File: src/rtl/irq_tmr_pkg.sv
package irq_tmr_pkg;

    // Byte offsets of the mapped words
    localparam int unsigned OFF_CFG     = 32'h0000_0020;
    localparam int unsigned OFF_MASK    = 32'h0001_0000;
    localparam int unsigned OFF_SCRATCH = 32'h0001_0018;
    localparam int unsigned OFF_ST_SET  = 32'h0001_0020;
    localparam int unsigned OFF_ST_CLR  = 32'h0001_0028;
    localparam int unsigned OFF_ST_W1C  = 32'h0001_0030;
    localparam int unsigned OFF_COUNT   = 32'h0002_0000;
    localparam int unsigned OFF_CMP     = 32'h0003_0000;

    localparam longint unsigned CFG_WORD = 64'h0000_0000_8001_0000;

    typedef struct packed {
        logic cfg;
        logic mask;
        logic scratch;
        logic st_set;
        logic st_clr;
        logic st_w1c;
        logic count;
        logic cmp;
    } sel_t;

    typedef enum logic {
        ST_IDLE,
        ST_RESP
    } bus_state_e;

endpackage

File: src/rtl/irq_tmr_decode.sv
module irq_tmr_decode
    import irq_tmr_pkg::*;
#(
    parameter int ADDR_W = 18
) (
    input  logic [ADDR_W-1:0] addr,
    output sel_t              sel
);
    logic [31:0] a32;

    assign a32 = 32'(addr);

    always_comb begin
        sel         = '0;
        sel.cfg     = (a32 == OFF_CFG);
        sel.mask    = (a32 == OFF_MASK);
        sel.scratch = (a32 == OFF_SCRATCH);
        sel.st_set  = (a32 == OFF_ST_SET);
        sel.st_clr  = (a32 == OFF_ST_CLR);
        sel.st_w1c  = (a32 == OFF_ST_W1C);
        sel.count   = (a32 == OFF_COUNT);
        sel.cmp     = (a32 == OFF_CMP);
    end
endmodule

File: src/rtl/irq_tmr_status.sv
module irq_tmr_status
    import irq_tmr_pkg::*;
#(
    parameter int DATA_W = 64
) (
    input  logic              clk,
    input  logic              rst_n,
    input  logic              wr,
    input  sel_t              sel,
    input  logic [DATA_W-1:0] wdata,
    output logic [DATA_W-1:0] mask_q,
    output logic [DATA_W-1:0] status_q,
    output logic [DATA_W-1:0] scratch_q,
    output logic              irq
);
    always_ff @(posedge clk) begin
        if (!rst_n) begin
            mask_q    <= '0;
            status_q  <= '0;
            scratch_q <= '0;
        end else if (wr) begin
            if (sel.mask)    mask_q    <= wdata;
            if (sel.scratch) scratch_q <= wdata;
            if (sel.st_set)
                status_q <= wdata;
            else if (sel.st_clr || sel.st_w1c)
                status_q <= status_q & ~wdata;
        end
    end

    assign irq = |(status_q & mask_q);
endmodule

File: src/rtl/irq_tmr_counter.sv
module irq_tmr_counter
    import irq_tmr_pkg::*;
#(
    parameter int DATA_W    = 64,
    parameter int STEP      = 1000,
    parameter int TIMER_BIT = 50
) (
    input  logic              clk,
    input  logic              rst_n,
    input  logic              wr,
    input  sel_t              sel,
    input  logic [DATA_W-1:0] wdata,
    input  logic              tick,
    input  logic [DATA_W-1:0] mask,
    output logic [DATA_W-1:0] count_q,
    output logic [DATA_W-1:0] cmp_q,
    output logic              timer_irq
);
    localparam logic [DATA_W-1:0] STEP_V = DATA_W'(STEP);

    always_ff @(posedge clk) begin
        if (!rst_n) begin
            count_q <= '0;
            cmp_q   <= '0;
        end else begin
            if (wr && sel.count)
                count_q <= wdata;
            else if (tick)
                count_q <= count_q + STEP_V;
            if (wr && sel.cmp)
                cmp_q <= wdata;
        end
    end

    assign timer_irq = mask[TIMER_BIT] && (count_q >= cmp_q);
endmodule

File: src/rtl/irq_tmr_bus_fsm.sv
module irq_tmr_bus_fsm
    import irq_tmr_pkg::*;
#(
    parameter int DATA_W = 64
) (
    input  logic              clk,
    input  logic              rst_n,
    input  logic              rd_req,
    input  logic [DATA_W-1:0] rd_value,
    output logic [DATA_W-1:0] rdata,
    output logic              rvalid
);
    bus_state_e state_q, state_d;

    always_comb begin
        state_d = state_q;
        unique case (state_q)
            ST_IDLE: if (rd_req)  state_d = ST_RESP;
            ST_RESP: if (!rd_req) state_d = ST_IDLE;
            default: state_d = ST_IDLE;
        endcase
    end

    always_ff @(posedge clk) begin
        if (!rst_n) begin
            state_q <= ST_IDLE;
            rdata   <= '0;
        end else begin
            state_q <= state_d;
            if (rd_req) rdata <= rd_value;
        end
    end

    always_comb begin
        unique case (state_q)
            ST_RESP: rvalid = 1'b1;
            default: rvalid = 1'b0;
        endcase
    end
endmodule

File: src/rtl/irq_tmr_regs.sv
module irq_tmr_regs
    import irq_tmr_pkg::*;
#(
    parameter int DATA_W    = 64,
    parameter int ADDR_W    = 18,
    parameter int STEP      = 1000,
    parameter int TIMER_BIT = 50
) (
    input  logic              clk,
    input  logic              rst_n,
    input  logic              bus_en,
    input  logic              bus_we,
    input  logic [ADDR_W-1:0] bus_addr,
    input  logic [DATA_W-1:0] bus_wdata,
    output logic [DATA_W-1:0] bus_rdata,
    output logic              bus_rvalid,
    input  logic              tick,
    output logic              irq,
    output logic              timer_irq
);
    localparam logic [DATA_W-1:0] CFG_V = DATA_W'(CFG_WORD);

    sel_t              sel;
    logic              wr, rd;
    logic [DATA_W-1:0] mask_q, status_q, scratch_q, count_q, cmp_q;
    logic [DATA_W-1:0] rd_value;

    assign wr = bus_en &&  bus_we;
    assign rd = bus_en && !bus_we;

    irq_tmr_decode #(.ADDR_W(ADDR_W)) u_dec (
        .addr (bus_addr),
        .sel  (sel)
    );

    irq_tmr_status #(.DATA_W(DATA_W)) u_st (
        .clk       (clk),
        .rst_n     (rst_n),
        .wr        (wr),
        .sel       (sel),
        .wdata     (bus_wdata),
        .mask_q    (mask_q),
        .status_q  (status_q),
        .scratch_q (scratch_q),
        .irq       (irq)
    );

    irq_tmr_counter #(.DATA_W(DATA_W), .STEP(STEP), .TIMER_BIT(TIMER_BIT)) u_cnt (
        .clk       (clk),
        .rst_n     (rst_n),
        .wr        (wr),
        .sel       (sel),
        .wdata     (bus_wdata),
        .tick      (tick),
        .mask      (mask_q),
        .count_q   (count_q),
        .cmp_q     (cmp_q),
        .timer_irq (timer_irq)
    );

    always_comb begin
        rd_value = '0;
        if (sel.cfg)     rd_value = CFG_V;
        if (sel.mask)    rd_value = mask_q;
        if (sel.scratch) rd_value = scratch_q;
        if (sel.st_w1c)  rd_value = status_q;
        if (sel.count)   rd_value = count_q;
        if (sel.cmp)     rd_value = cmp_q;
    end

    irq_tmr_bus_fsm #(.DATA_W(DATA_W)) u_bus (
        .clk      (clk),
        .rst_n    (rst_n),
        .rd_req   (rd),
        .rd_value (rd_value),
        .rdata    (bus_rdata),
        .rvalid   (bus_rvalid)
    );
endmodule

File: config.mk
export PLATFORM = sky130hd
export DESIGN_NAME = irq_tmr_regs
export DESIGN_NICKNAME = d
export VERILOG_FILES = /design/src/rtl/irq_tmr_pkg.sv /design/src/rtl/irq_tmr_decode.sv /design/src/rtl/irq_tmr_status.sv /design/src/rtl/irq_tmr_counter.sv /design/src/rtl/irq_tmr_bus_fsm.sv /design/src/rtl/irq_tmr_regs.sv
export SDC_FILE = /design/constraint.sdc
export NUM_CORES = 1
export LEC_CHECK = 0
export ABC_AREA = 1
export BUFFER_PORTS_ARGS = -buffer_cell sky130_fd_sc_hd__clkbuf_2
export CAP_MARGIN = 15
export CORE_UTILIZATION = 45
export CTS_BUF_LIST = sky130_fd_sc_hd__clkbuf_4
export CTS_CLUSTER_SIZE = 30
export DETAILED_ROUTE_END_ITERATION = 6
export MAX_ROUTING_LAYER = met4
export PLACE_DENSITY = 0.65
export SETUP_SLACK_MARGIN = 0.4
export SYNTH_ARGS = -nofsm -noshare
export SYNTH_HDL_FRONTEND = slang
export SYNTH_SLANG_ARGS = --single-unit
File: constraint.sdc
create_clock -name clk -period 2.34 [get_ports clk]
set_clock_uncertainty 0.1 [all_clocks]
set_input_delay 0.117 -clock clk [delete_from_list [all_inputs] [get_ports clk]]
set_output_delay 0.117 -clock clk [all_outputs]
set_load 0.01 [all_outputs]
==> summary.md, run 1 <==
| Metric | Value |
|---|---|
| RSZ-0062 raised after global routing | `yes` |
| Die width | `220 µm` |
| Fmax | `0.335 GHz` |
| Yosys warns | `0` |
| Initial Utilization | `45.8%` |
| Hold crit path type | `input pin to flop` |
| EDFF count, synth | `0` |
| Vias per inst | `5.54` |
| Clock Path Buffers | `3` |
| Final Hold Fails | `61` |
| CTS Sinks | `385` |
| Design Area, Final | `28,300 µm²` |
| DP Wirelength | `52,100 µm` |
| WL per Instance | `18.6 µm` |
| Synth Register Bits | `385` |
| DRC | `8` |
| Startpoint types | `flop` |
| Total wire length | `81,700 µm` |
| CORE AREA | `46,700 µm²` |
| Mapped Area | `21,400 µm²` |
| Worst setup EP type | `primary output` |
| Antenna viol nets, final | `0` |
| Power per cell area | `503 nW/µm²` |
| Layout cells sized above 1 | `21.9%` |
| DR iter-0 viols | `2,096` |
| Final GP Congestion | `0.951` |
| Cell with the most instances after synthesis | `nand2_1` |
| Kind of critical path | `flop to primary output` |
| Failing checks | `DRC, hold timing, setup timing` |
| Crit path time final | `2.99 ns` |
| Tcrit/Tclk final | `128%` |
| Data required time of the worst path | `2.12 ns` |
| Synth Net Count | `3,435` |
| CP peak stage delay | `0.34 ns` |
| Yosys top cell by area | `dfxtp_1` |
| Post-synth top cells | `nand2_1, nor2_1, dfxtp_1, inv_1, a21oi_1` |
| Asr flop ratio synth | `0%` |
| Nets | `3,855` |
| Max IR drop VDD | `0.000382 V` |
| Clock transition at path regs | `0.07 ns` |
| Clk_lat worst skew | `0.90 ns` |
| Num CTS Buffers | `105` |
| Area grow syn2layout | `32.2%` |
| Initial antenna violation count | `1` |
| Crit path max fanout | `2` |
| Largest net degree at the start of global routing | `125` |
| Pre-antenna DRT Iters | `7` |
| Post-Place Setup Slack | `-0.114 ns` |
| Gate Count Post-Synth | `3,283` |
| Gr usage total | `33.0%` |
| Post-synth top area share | `36.1%` |
| Post-route setup slack | `-0.646 ns` |
| Final hold slack | `-0.0805 ns` |
| Synth Flop Type | `dfxtp_1` |
| IO Pins | `154` |
| Final global-route overflow total | `0` |
| Status | `complete, but fails checks` |
| Overall die area | `48,400 µm²` |
| Mean post-synth cell area | `6.51 µm²` |
| Number of global-route vias before repair | `22,700` |
| Max transition margin | `43.0%` |
| IO buf count | `153` |
| Vias | `24,300` |
| Pins Over Slew Limit | `0` |
| CTS tree | `done` |
| Worst Tran Pin Value | `0.855 ns` |
| Sum Neg Setup Slack | `-1.10 ns` |
| Max-Cap Viols | `0` |
| CP cell instances | `inv_2 -> ha_4 -> nand2_1 -> inv_2 -> nand3_4 -> nor2_4 -> and3b_2 -> nor2b_4 -> nand2_2 -> nand3_4 -> nand2_2 -> inv_2 -> buf_6` |
| Total number of H-tree levels | `3` |
| Die Y-Extent | `220 µm` |
| CP arrival | `2.77 ns` |
| Yosys cell types | `42` |
| Most used cell along the critical path | `inv_2` |
| Synth top area cells | `dfxtp_1, nand2_1, nor2_1` |
| Rows | `79` |
| Setup Viol. Count Final | `3` |
| Register area share after synthesis | `36.1%` |
| Root Buffer | `clkbuf_4` |
| Leakage | `11.6 nW` |
| Crit-path slowest cell | `dfxtp_2` |
| Post-DP Area | `23,400 µm²` |
| First-pass GRT wire length | `123,000 µm` |
==> through the flow <==
stage	utilization (%)	std cells	power, W
after floorplan	-	3283	0.00722
after global placement	50.2	3987	0.00765
after detailed placement	50.2	3987	0.00766
after CTS	57.5	4344	0.0141
after global routing	60.6	4387	0.0148
final	60.6	4387	0.0142
==> worst max-delay path: cells and delay by family, from the launching register on <==
kind	cells	cell delay [ns]
buf+inv	4	0.28
fa+ha+maj	1	0.26
flops	1	0.34
simple gates	8	1.01
==> path summary, 6_finish.rpt <==
kind / start / end / slack, ns / depth (start not counted)
worst max-delay path: u_cnt.cmp_q[63]$_SDFFE_PN0P_ / timer_irq / -0.65 / 13
worst min-delay path: bus_addr[2] / u_st.scratch_q[63]$_SDFFE_PN0P_ / -0.08 / 6
worst max register to register: u_cnt.count_q[3]$_SDFFE_PN0N_ / u_cnt.count_q[29]$_SDFFE_PN0N_ / 0.39 / 13
worst min register to register: u_bus.rdata[14]$_SDFFE_PN0P_ / u_bus.rdata[14]$_SDFFE_PN0P_ / 0.36 / 2
==> logic make-up after synthesis <==
| group | share of synthesized area [%] |
|---|---|
| XOR/XNOR | 0.779 |
| buffers and inverters | 10.1 |
| AO/OA/AOI/OAI | 17.0 |
| adder cells (fa/ha/maj) | 3.81 |
| AND/OR/NAND/NOR | 32.2 |
| flip-flops | 36.1 |
==> power by group <==
group / total, W / switching, W / internal, W
Clock: 0.00629 / 0.00297 / 0.00332
Sequential: 0.00659 / 0.0000406 / 0.00655
Combinational: 0.00132 / 0.000797 / 0.000525
==> placed cells by master (no fill, tap or decap), types with 4 or more instances in the layout <==
master / instances
xor2_1: 14
clkinv_1: 19
clkbuf_16: 4
nor3_1: 12
nand3b_1: 8
ha_1: 55
o21ai_1: 14
o21ai_0: 169
clkbuf_2: 152
nor2_1: 333
nor3_2: 13
ha_4: 10
buf_12: 21
a21oi_1: 266
nand4_1: 94
nand2_4: 6
nor3_4: 7
nand3_2: 29
dfxtp_1: 322
clkbuf_4: 155
dfxtp_4: 24
dlygate4sd3_1: 163
a221oi_1: 4
nand2_1: 752
a22o_1: 16
a211oi_1: 129
dfxtp_2: 39
o211ai_1: 12
nand3_4: 7
o21a_1: 4
nand3_1: 220
a21oi_2: 12
buf_4: 132
nand2_2: 50
buf_6: 21
inv_1: 331
inv_2: 28
nor2_2: 43
nor2_4: 47
==> sequential cells by signal, indices dropped and copies added (netlist names) <==
| name | cells |
|---|---|
| u_cnt.count_q | 64 |
| u_st.scratch_q | 64 |
| u_cnt.cmp_q | 64 |
| u_st.mask_q | 64 |
| u_bus.rdata | 64 |
| u_bus.state_q | 1 |
| u_st.status_q | 64 |
==> cell type report <==
type / count / area, µm²
tap: 607 / 759
antenna: 2 / 5.00
inverter: 359 / 1370
sequential: 385 / 7850
clock buffer: 154 / 1160
multi-input combinational: 2351 / 12700
timing repair buffer: 501 / 4260
fill: 4379 / 18400
clock inverter: 28 / 188
==> what timing repair did <==
action	in CTS	in global routing
pin swaps	19	84
resized for setup	103	330
hold buffers	169	12
cloned	0	4
endpoints found under the setup margin	47	173
setup buffers	6	37
hold endpoints to repair	385	158
==> per-layer routing <==
metal	global-route usage, %	wire length, µm	up-vias
li1	-	-	11700
met1	42.0	35300	11400
met2	53.6	38400	1004
met3	4.83	5740	155
met4	10.8	2300	0
met5	-	0	-
Note: power is estimated with default switching activity, not from simulation.
==> run 2, diff against run 1 <==
--- a/config.mk
+++ b/config.mk
@@ -9,12 +9,13 @@
 export BUFFER_PORTS_ARGS = -buffer_cell sky130_fd_sc_hd__clkbuf_2
 export CAP_MARGIN = 15
 export CORE_UTILIZATION = 45
-export CTS_BUF_LIST = sky130_fd_sc_hd__clkbuf_4
 export CTS_CLUSTER_SIZE = 30
 export DETAILED_ROUTE_END_ITERATION = 6
 export MAX_ROUTING_LAYER = met4
 export PLACE_DENSITY = 0.65
 export SETUP_SLACK_MARGIN = 0.4
+export SKIP_CTS_REPAIR_TIMING = 1
+export SLEW_MARGIN = 10
 export SYNTH_ARGS = -nofsm -noshare
 export SYNTH_HDL_FRONTEND = slang
 export SYNTH_SLANG_ARGS = --single-unit
==> summary.md, run 2 (synthesized netlist as in run 1, its figures left out) <==
| Metric | Value |
|---|---|
| Status | `complete, but fails checks` |
| Failing checks | `DRC, setup timing` |
| Vias | `23,300 (-4.3%)` |
| Startpoint types | `flop` |
| Switching part of the total power | `24.5% (-2.3 points)` |
| Worst Tran Pin Value | `0.837 ns (-0.0181 ns)` |
| Final global-route overflow total | `0 (unchanged)` |
| Tot Pwr | `0.0154 W (+8.2%)` |
| Hold Path Sink | `u_cnt.count_q[36]$_SDFFE_PN0N_` |
| Tcrit/Tclk final | `115% (-13 points)` |
| CORE AREA | `46,700 µm² (unchanged)` |
| Rows | `79 (unchanged)` |
| Internal | `0.0116 W (+12%)` |
| Area grow syn2layout | `28.8%` |
| Max-Cap Viols | `0 (unchanged)` |
| CP cell instances | `ha_1 -> nand2_1 -> nor3_2 -> buf_4 -> nand3_4 -> nor3_4 -> nand2_2 -> nand3_4 -> nand2_2 -> inv_2 -> buf_6` |
| Total number of H-tree levels | `2 (-1)` |
| Max transition margin | `44.2% (+1.2 points)` |
| Final Hold Fails | `0 (-100%)` |
| WL per Instance | `18.4 µm (-1.2%)` |
| DRC | `9 (+1)` |
| Nets | `3,691 (-4.3%)` |
| Die Y-Extent | `220 µm (unchanged)` |
| Leakage | `11.2 nW (-4.0%)` |
| Antenna viol nets, final | `0 (unchanged)` |
| Placed Cells incl. Taps | `3,987 (unchanged)` |
| Num CTS Buffers | `46 (-56%)` |
| Worst r2r path cells | `14 (+1)` |
| Data required time of the worst path | `2.12 ns (about the same)` |
| DR iter-0 viols | `1,999 (-4.6%)` |
| FF-to-FF End | `u_cnt.count_q[24]$_SDFFE_PN0N_` |
| Pins Over Slew Limit | `0 (unchanged)` |
| Multi-input gate area | `12,800 µm² (+1.2%)` |
| Layout cells sized above 1 | `21.2% (-0.65 points)` |
| Post-route non-filler standard cell count | `4,180 (-4.7%)` |
| Clk_lat worst skew | `0.59 ns (-0.31 ns)` |
| Most frequent cells in the layout | `nand2_1, nor2_1, inv_1, dfxtp_1, a21oi_1` |
| Initial Utilization | `45.8% (unchanged)` |
| Clock Path Buffers | `3 (unchanged)` |
| CTS tree | `done` |
| Initial antenna violation count | `0 (-1)` |
| CTS Sinks | `385 (unchanged)` |
| Pre-antenna DRT Iters | `7 (unchanged)` |
| IO buf count | `153 (unchanged)` |
| CP arrival | `2.47 ns (-0.30 ns)` |
| RSZ-0062 raised after global routing | `yes` |
| Largest net degree at the start of global routing | `125 (unchanged)` |
| Die width | `220 µm (unchanged)` |
| RR Startpoint | `u_cnt.count_q[11]$_SDFFE_PN0N_` |
| Hold crit path type | `input pin to flop` |
| R2R Setup Slk | `0.27 ns (-0.12 ns)` |
| Root Buffer | `clkbuf_16` |
| Gate power share | `7.9% (-1.4 points)` |
| Max IR drop VDD | `0.000510 V (+33%)` |
| Crit path time final | `2.69 ns (-0.297 ns)` |
| IO Pins | `154 (unchanged)` |
| Fillcell total | `4,390 (+0.25%)` |
| Most common cell after layout, fill and taps aside | `nand2_1` |
| Post-Route M1 WL | `34,200 µm (-3.2%)` |
| Fmax | `0.372 GHz (+11%)` |
| Met3 routed WL | `4440 µm (-23%)` |
| Clock transition at path regs | `0.06 ns (about the same)` |
| Worst setup EP type | `primary output` |
| Sequential share of power | `43.0% (-3.4 points)` |
| Final GP Congestion | `0.951 (unchanged)` |
| CP peak stage delay | `0.38 ns (+0.04 ns)` |
| Antenna Cells | `0 (-2)` |
| Post-route setup slack | `-0.349 ns (+0.297 ns)` |
| Hold_sp | `tick` |
| Register area | `7850 µm² (unchanged)` |
| Number of global-route vias before repair | `21,100 (-7.3%)` |
| First-pass GRT wire length | `117,000 µm (-4.2%)` |
| Gr usage total | `31.5% (-1.6 points)` |
| Vias per inst | `5.57 (+0.44%)` |
| Power per cell area | `558 nW/µm² (+11%)` |
| Overall die area | `48,400 µm² (unchanged)` |
| Switching pwr | `0.00377 W (-1.0%)` |
| Crit-path slowest cell | `dfxtp_4` |
| Clock power share | `49.2% (+4.9 points)` |
| Setup Viol. Count Final | `2 (-1)` |
| DP Wirelength | `52,100 µm (unchanged)` |
| Post-Place Setup Slack | `-0.114 ns (unchanged)` |
| Met2 Routed Length | `36,600 µm (-4.7%)` |
| Total wire length | `76,900 µm (-5.9%)` |
| Highest routed layer | `met4` |
| Kind of critical path | `flop to primary output` |
| Hold Crit Depth | `5 (-1)` |
| Crit path max fanout | `7 (+5)` |
-- run 2: cell count changes in the layout (fill, tap and decap cells not counted), sizes merged, moves of 3 or more --
cell          before  now
buf              178  181
clkbuf           311  213
clkinv            23   12
dlygate4sd3      163   65
dlymetal6s4s       3    0
-- run 2: area by class of cell --
class                   count  share of cell area [%]
repair buffers            396                    11.4
clock inverters            19                   0.855
inverters                 359                    4.98
flip-flops and latches    385                    28.5
well taps                 607                    2.76
clock buffers              63                    4.94
multi-input cells        2351                    46.6
-- run 2: metrics by stage --
| step | area (µm²) | setup TNS [ns] | utilization, % | hold slack [ns] |
|---|---|---|---|---|
| floorplan | 21400 | 0 | - | 0.176 |
| global placement | 23400 | -0.105 | 50.2 | 0.328 |
| detailed placement | 23400 | -0.114 | 50.2 | 0.340 |
| CTS | 25000 | -0.911 | 53.6 | -0.269 |
| global route | 27500 | -0.606 | 59.0 | 0.0957 |
| finish | 27500 | -0.425 | 59.0 | 0.0584 |
-- run 2: power by group through the flow --
stage          registers, W  clock network (W)  logic, W
6_report            0.00660            0.00755   0.00121
3_5_place_dp        0.00675                  0  0.000907
4_1_cts             0.00661            0.00765  0.000912
5_1_grt             0.00660            0.00791   0.00129
2_1_floorplan       0.00675                  0  0.000478
3_3_place_gp        0.00675                  0  0.000900
-- run 2: worst max path at each step --
stage | start | end | cells past startpoint
5_1_grt | u_cnt.count_q[13]$_SDFFE_PN0N_ | timer_irq | 14
6_report | u_cnt.count_q[13]$_SDFFE_PN0N_ | timer_irq | 11
3_5_place_dp | u_cnt.count_q[59]$_SDFFE_PN0N_ | timer_irq | 12
2_1_floorplan | u_cnt.count_q[3]$_SDFFE_PN0N_ | u_cnt.count_q[31]$_SDFFE_PN0N_ | 10
4_1_cts | u_cnt.count_q[59]$_SDFFE_PN0N_ | timer_irq | 12
3_3_place_gp | u_cnt.count_q[59]$_SDFFE_PN0N_ | timer_irq | 12
-- run 2: routing by layer --
metal  track usage [%]  up-vias
li1                  -    11300
met2              50.7      795
met1              41.8    11000
met5                 -        -
met3              3.31      132
met4              8.41        0
-- run 2: worst max-delay path, delay by kind of cell, from the launching register on --
kind	cells	cell delay, ns
flops	1	0.38
fa+ha+maj	1	0.32
buf+inv	3	0.31
simple gates	7	0.88
